File: src/rtl/tmx_pkg.sv
package tmx_pkg;
    typedef enum logic [2:0] {
        ST_IDLE,
        ST_PREP,
        ST_WAIT,
        ST_SLOT,
        ST_STEP
    } tx_state_e;
endpackage

File: src/rtl/tmx_due.sv
module tmx_due #(
    parameter int TS_W = 16
) (
    input  logic [TS_W-1:0] now_i,
    input  logic [TS_W-1:0] deadline_i,
    output logic            due_o
);
    logic [TS_W-1:0] diff;

    // Wrap-safe: the deadline is due once now is not behind it
    assign diff  = now_i - deadline_i;
    assign due_o = ~diff[TS_W-1];
endmodule

File: src/rtl/tmx_bitsel.sv
module tmx_bitsel #(
    parameter int DATA_W = 12,
    parameter int IDX_W  = 4
) (
    input  logic [DATA_W-1:0] frame_i,
    input  logic [IDX_W-1:0]  idx_i,
    input  logic              ack_i,
    input  logic              ks_i,
    output logic              bit_o
);
    always_comb begin
        if (ack_i) begin
            bit_o = 1'b1;
        end else begin
            bit_o = frame_i[idx_i] ^ ks_i;
        end
    end
endmodule

File: src/rtl/lm_slot_tx.sv
module lm_slot_tx
    import tmx_pkg::*;
#(
    parameter int TS_W      = 16,
    parameter int DATA_W    = 12,
    parameter int LEN_W     = 4,
    parameter int BIT_TICKS = 21,
    parameter int DATA_WAIT = 70,
    parameter int ACK_WAIT  = 758
) (
    input  logic              clk,
    input  logic              rst_n,
    input  logic              start_i,
    input  logic              ack_i,
    input  logic [DATA_W-1:0] frame_i,
    input  logic [LEN_W-1:0]  len_i,
    input  logic [TS_W-1:0]   ref_ts_i,
    input  logic [TS_W-1:0]   now_i,
    input  logic              ks_bit_i,
    output logic              mod_en_o,
    output logic              done_o,
    output logic              ks_step_o,
    output logic              busy_o,
    output logic [TS_W-1:0]   ts_o
);
    localparam int DATA_ADV = DATA_WAIT / BIT_TICKS - 1;
    localparam int ACK_ADV  = ACK_WAIT / BIT_TICKS - 1;
    localparam int CNT_W    = $clog2(ACK_ADV + 2);
    localparam int IDX_W    = $clog2(DATA_W);

    typedef struct packed {
        tx_state_e         st;
        logic              ack;
        logic [DATA_W-1:0] frame;
        logic [IDX_W-1:0]  idx;
        logic [IDX_W-1:0]  last_idx;
        logic [CNT_W-1:0]  cnt;
        logic [TS_W-1:0]   dl;
        logic              fin;
        logic              mod;
        logic              done;
        logic [TS_W-1:0]   ts;
    } regs_t;

    regs_t q, d;
    logic  due;
    logic  sel_bit;
    logic [LEN_W-1:0] len_c;

    tmx_due #(.TS_W(TS_W)) u_due (
        .now_i      (now_i),
        .deadline_i (q.dl),
        .due_o      (due)
    );

    tmx_bitsel #(.DATA_W(DATA_W), .IDX_W(IDX_W)) u_sel (
        .frame_i (q.frame),
        .idx_i   (q.idx),
        .ack_i   (q.ack),
        .ks_i    (ks_bit_i),
        .bit_o   (sel_bit)
    );

    always_comb begin
        // Clamp the requested length into 1..DATA_W
        if (len_i == '0) begin
            len_c = LEN_W'(1);
        end else if (int'(len_i) > DATA_W) begin
            len_c = LEN_W'(DATA_W);
        end else begin
            len_c = len_i;
        end

        d      = q;
        d.done = 1'b0;

        case (q.st)
            ST_IDLE: begin
                if (start_i) begin
                    d.ack   = ack_i;
                    d.frame = frame_i;
                    d.idx   = '0;
                    d.fin   = 1'b0;
                    d.mod   = 1'b0;
                    if (ack_i) begin
                        d.last_idx = '0;
                        d.dl       = ref_ts_i + TS_W'(ACK_WAIT);
                        d.cnt      = CNT_W'(ACK_ADV);
                        d.st       = (ACK_ADV > 0) ? ST_PREP : ST_WAIT;
                    end else begin
                        d.last_idx = IDX_W'(len_c - LEN_W'(1));
                        d.dl       = ref_ts_i + TS_W'(DATA_WAIT);
                        d.cnt      = CNT_W'(DATA_ADV);
                        d.st       = (DATA_ADV > 0) ? ST_PREP : ST_WAIT;
                    end
                end
            end
            ST_PREP: begin
                // One keystream step per cycle while here
                d.cnt = q.cnt - CNT_W'(1);
                if (q.cnt == CNT_W'(1)) begin
                    d.st = ST_WAIT;
                end
            end
            ST_WAIT: begin
                if (due) begin
                    d.mod = sel_bit;
                    d.dl  = q.dl + TS_W'(BIT_TICKS);
                    d.st  = ST_SLOT;
                end
            end
            ST_SLOT: begin
                if (due) begin
                    d.st = ST_STEP;
                    if (q.idx == q.last_idx) begin
                        d.mod = 1'b0;
                        d.fin = 1'b1;
                    end else begin
                        d.idx = q.idx + IDX_W'(1);
                    end
                end
            end
            ST_STEP: begin
                if (q.fin) begin
                    d.done = 1'b1;
                    d.ts   = q.dl;
                    d.st   = ST_IDLE;
                end else begin
                    d.st = ST_WAIT;
                end
            end
            default: d.st = ST_IDLE;
        endcase
    end

    always_ff @(posedge clk or negedge rst_n) begin
        if (!rst_n) begin
            q <= '{st: ST_IDLE, default: '0};
        end else begin
            q <= d;
        end
    end

    assign mod_en_o  = q.mod;
    assign done_o    = q.done;
    assign ts_o      = q.ts;
    assign busy_o    = (q.st != ST_IDLE);
    assign ks_step_o = (q.st == ST_PREP) || (q.st == ST_STEP);

    // no modulation while idle
    p_idle_quiet_r1: assert property (@(posedge clk) disable iff (!rst_n)
        !busy_o |-> !mod_en_o);

    // an acknowledge slot is always modulated
    p_ack_high_r5: assert property (@(posedge clk) disable iff (!rst_n)
        (q.st == ST_SLOT && q.ack) |-> mod_en_o);

    // level is held for the whole slot
    p_slot_hold_r6: assert property (@(posedge clk) disable iff (!rst_n)
        (q.st == ST_SLOT && $past(q.st == ST_SLOT)) |-> $stable(mod_en_o));

    // done is a single-cycle pulse
    p_done_single_r7: assert property (@(posedge clk) disable iff (!rst_n)
        done_o |=> !done_o);

    // timestamp only changes together with done
    p_ts_hold_r7: assert property (@(posedge clk) disable iff (!rst_n)
        !done_o |-> $stable(ts_o));

    // start while busy leaves the captured frame untouched
    p_start_ignored_r8: assert property (@(posedge clk) disable iff (!rst_n)
        (busy_o && start_i) |=> $stable(q.frame));
endmodule

File: config.mk
export PLATFORM = sky130hd
export DESIGN_NAME = lm_slot_tx
export DESIGN_NICKNAME = d
export VERILOG_FILES = /design/src/rtl/tmx_pkg.sv /design/src/rtl/tmx_due.sv /design/src/rtl/tmx_bitsel.sv /design/src/rtl/lm_slot_tx.sv
export SDC_FILE = /design/constraint.sdc
export NUM_CORES = 1
export LEC_CHECK = 0
export BUFFER_PORTS_ARGS = -buffer_cell sky130_fd_sc_hd__buf_2
export CELL_PAD_IN_SITES_DETAIL_PLACEMENT = 1
export CELL_PAD_IN_SITES_GLOBAL_PLACEMENT = 1
export CORE_MARGIN = 2
export CORE_UTILIZATION = 43
export CTS_CLUSTER_SIZE = 20
export DETAILED_ROUTE_END_ITERATION = 6
export GPL_ROUTABILITY_DRIVEN = 0
export PLACE_DENSITY = 0.89
export SYNTH_ARGS = -nofsm -noshare
export SYNTH_HDL_FRONTEND = slang
export SYNTH_SLANG_ARGS = --single-unit
File: constraint.sdc
create_clock -name clk -period 2.73 [get_ports clk]
set_clock_uncertainty 0.15 [all_clocks]
set_input_delay 0.546 -clock clk [delete_from_list [all_inputs] [get_ports clk]]
set_output_delay 0.546 -clock clk [all_outputs]
set_load 0.005 [all_outputs]
==> run summary <==
status: finished, final reports clean
leading cell types in the layout, fill and taps excluded: buf_2, nand2_1, dfrtp_1
Fillers: 1084
yosys warns: 0
Critical Path End Type: register
DIE AREA: 10300 sq um
clock root cell: clkbuf_8
min Tclk post-route: 2.68 ns
crit-path max cell delay: 0.39 ns
number of synthesized flops with an enable pin: 0
Syn Std Cell Area: 4090 sq um
final setup fails: 0
GRT overflow: 0
Final Non-Filler Cells: 660
drt via density: 5.69
commonest non-fill, non-tap cell in the layout: buf_2
CTS tree: built
#FFs+latches synth: 65
max-slew violation count: 0
nets@finish: 603
mux share of post-synthesis cell area: 0.0657
worst-skew pair later-pin latency: 0.35 ns
FMAX: 373 MHz
initial DRC count: 171
Seq/Total Area, Yosys: 0.398
Buffers on Ports: 72
clock buffer depth: 2
area occupied by registers: 1630 sq um
simple-gate share of the synthesized area: 0.179
DRT Wirelength: 12.0 mm
multi-input logic area: 2210 sq um
worst hold path class: in -> async
Max Cap Viol: 0
DRC errors left: 0
asr flop ratio synth: 1.00
die height: 102 um
Syn Nets: 515
cells along the critical path: inv_2 -> ha_1 -> a21o_1 -> a221o_1 -> and3_4 -> a21oi_4 -> a31oi_4 -> buf_6 -> and4_1 -> nor4_2
Wirelength per Cell: 18.2 um
kind of critical path: reg -> reg
via count: 3758
Initial Util: 0.443
hold slack: 0.0405 ns
Synth Area in Adders: 0.0734
final hold vios: 0
Final Cycle Share: 0.981
Final Core Density: 0.539
Critical Path AT: 2.78 ns
worst-path maximum fanout: 13
Main synth FF type: dfrtp_1
Inst Count DP: 641
I/O pins: 73
GRT Overall Usage: 0.248
Cells after Synth: 438
ANT cells: 0
# clock sinks: 65
die span in x: 102 um
Avg Inst Size Synth: 9.34 sq um
required time of the critical path: 2.83 ns
P&R area growth vs syn: 21.7%
crit start category: register
slew at the pin closest to its max-slew limit: 0.581 ns
headroom to the max-slew limit: 0.612
first-pass GRT wire length: 19.8 mm
static leakage: 2.42 nW
Reg clk slew, reported paths: 0.07 ns
final worst setup slack: 0.0506 ns
largest net degree at the start of global routing: 44
Post-DRT Antenna Nets: 0
synth unique cells: 62
Slowest-stage cell, CP: dfrtp_1
largest family of logic cells by synthesized area: simple AND/OR/NAND/NOR gates
DP HPWL: 9.09 mm
Cell Rows: 35
Fin Setup TNS: 0 ns
post-synthesis compound-gate area fraction: 0.172
initial antenna violation count: 0
CTS buffer count: 9
core area: 9240 sq um
Pre-antenna DRT Iters: 4
VDD IR-drop max: 0.380 mV
Power Density: 1040 nW/um^2
dpl ws: -0.179 ns
Hold-fix buffers, CTS: 0
ratio of cells with drive above 1 in the final layout: 0.299
vias in the first global route: 4030
xor/xnor share of the synthesized area: 0.0450
# H-tree levels: 3
## per-layer routing
| metal | GRT usage | vias up | wire (um) |
|---|---|---|---|
| li1 | - | 1738 | - |
| met1 | 0.304 | 1868 | 5060 |
| met2 | 0.425 | 118 | 6090 |
| met3 | 0.0497 | 34 | 521 |
| met4 | 0.105 | 0 | 369 |
| met5 | 0 | - | 0 |
## cells in the mapped netlist (2+ instances only)
| master | count | area (sq um) |
|---|---|---|
| o22ai_1 | 4 | 25.0 |
| and2_1 | 3 | 18.8 |
| nand4_1 | 6 | 37.5 |
| buf_2 | 2 | 10.0 |
| o31ai_1 | 4 | 30.0 |
| nand2_1 | 71 | 267 |
| xor2_1 | 7 | 61.3 |
| mux4_2 | 3 | 67.6 |
| a22o_1 | 3 | 26.3 |
| a221oi_1 | 4 | 35.0 |
| nand3_1 | 11 | 55.1 |
| o311a_1 | 4 | 40.0 |
| o21ai_1 | 6 | 30.0 |
| o32ai_1 | 4 | 35.0 |
| ha_1 | 24 | 300 |
| xnor2_1 | 14 | 123 |
| a21o_1 | 5 | 37.5 |
| a31oi_1 | 8 | 50.1 |
| and3_1 | 4 | 25.0 |
| a21oi_1 | 18 | 90.1 |
| and4_1 | 6 | 52.6 |
| a22oi_1 | 2 | 15.0 |
| o21ai_0 | 10 | 50.1 |
| clkbuf_1 | 12 | 45.0 |
| nor3_1 | 10 | 50.1 |
| dfrtp_1 | 65 | 1630 |
| mux2_2 | 17 | 191 |
| a221o_1 | 2 | 20.0 |
| buf_4 | 16 | 120 |
| a211oi_1 | 4 | 30.0 |
| o211ai_1 | 2 | 15.0 |
| nand2b_1 | 3 | 18.8 |
| nor2_1 | 26 | 97.6 |
| nor2b_1 | 5 | 31.3 |
| nand3b_1 | 3 | 22.5 |
| inv_1 | 24 | 90.1 |
## stage by stage
stage | cell area [sq um] | power [W]
after global routing | 4980 | 0.00559
after CTS | 4930 | 0.00514
final | 4980 | 0.00518
after floorplan | 4090 | 0.00323
after global placement | 4690 | 0.00390
after detailed placement | 4690 | 0.00407
## power breakdown
group / internal [W] / switching (W)
Combinational: 0.00110 / 0.00141
Sequential: 0.00134 / 0.000308
Clock: 0.000612 / 0.000408
## registers in the layout (all words and copies together), names as in the netlist
name	count
done_o	1
mod_en_o	1
q	47
ts_o	16
## area by class of cell
type / instances / area share
multi-input combinational: 318 / 0.444
clock inverter: 6 / 0.0231
tap: 129 / 0.0324
clock buffer: 10 / 0.0256
timing repair buffer: 108 / 0.130
sequential: 65 / 0.327
inverter: 24 / 0.0181
## worst paths after layout
check / from / endpoint / cells past startpoint / slack (ns)
hold / removal: rst_n / ts_o[10] / 1 / 0.04
max in group asynchronous: rst_n / q[48] / 2 / 1.76
hold reg to reg: q[60] / q[60] / 2 / 0.33
setup / recovery: q[27] / q[32] / 10 / 0.05
min in group clk: frame_i[11] / q[60] / 3 / 0.23
setup reg to reg: q[27] / q[32] / 10 / 0.05
## cell families after synthesis
group                      Yosys count
DFF                                 65
xor gates and xnor gates            21
adders and majority gates           24
muxes                               21
buffers and inverters               55
AOI/OAI and AO/OA                   97
and+or+nand+nor                    155
## critical path, delay by kind of cell, from the launching register on
kind / cells / cell delay, ns
flip-flops: 1 / 0.39
AND/OR/NAND/NOR: 3 / 0.69
adder cells (fa/ha/maj): 1 / 0.29
AO/OA/AOI/OAI: 4 / 0.83
buffers and inverters: 2 / 0.24
## timing repair
action                                  4_1_cts  5_1_grt
gates resized for setup                       2        7
pin swaps                                     0        1
setup buffers                                 0        3
endpoints found under the setup margin        5       18
No activity file was read; power rests on OpenSTA's default activity.
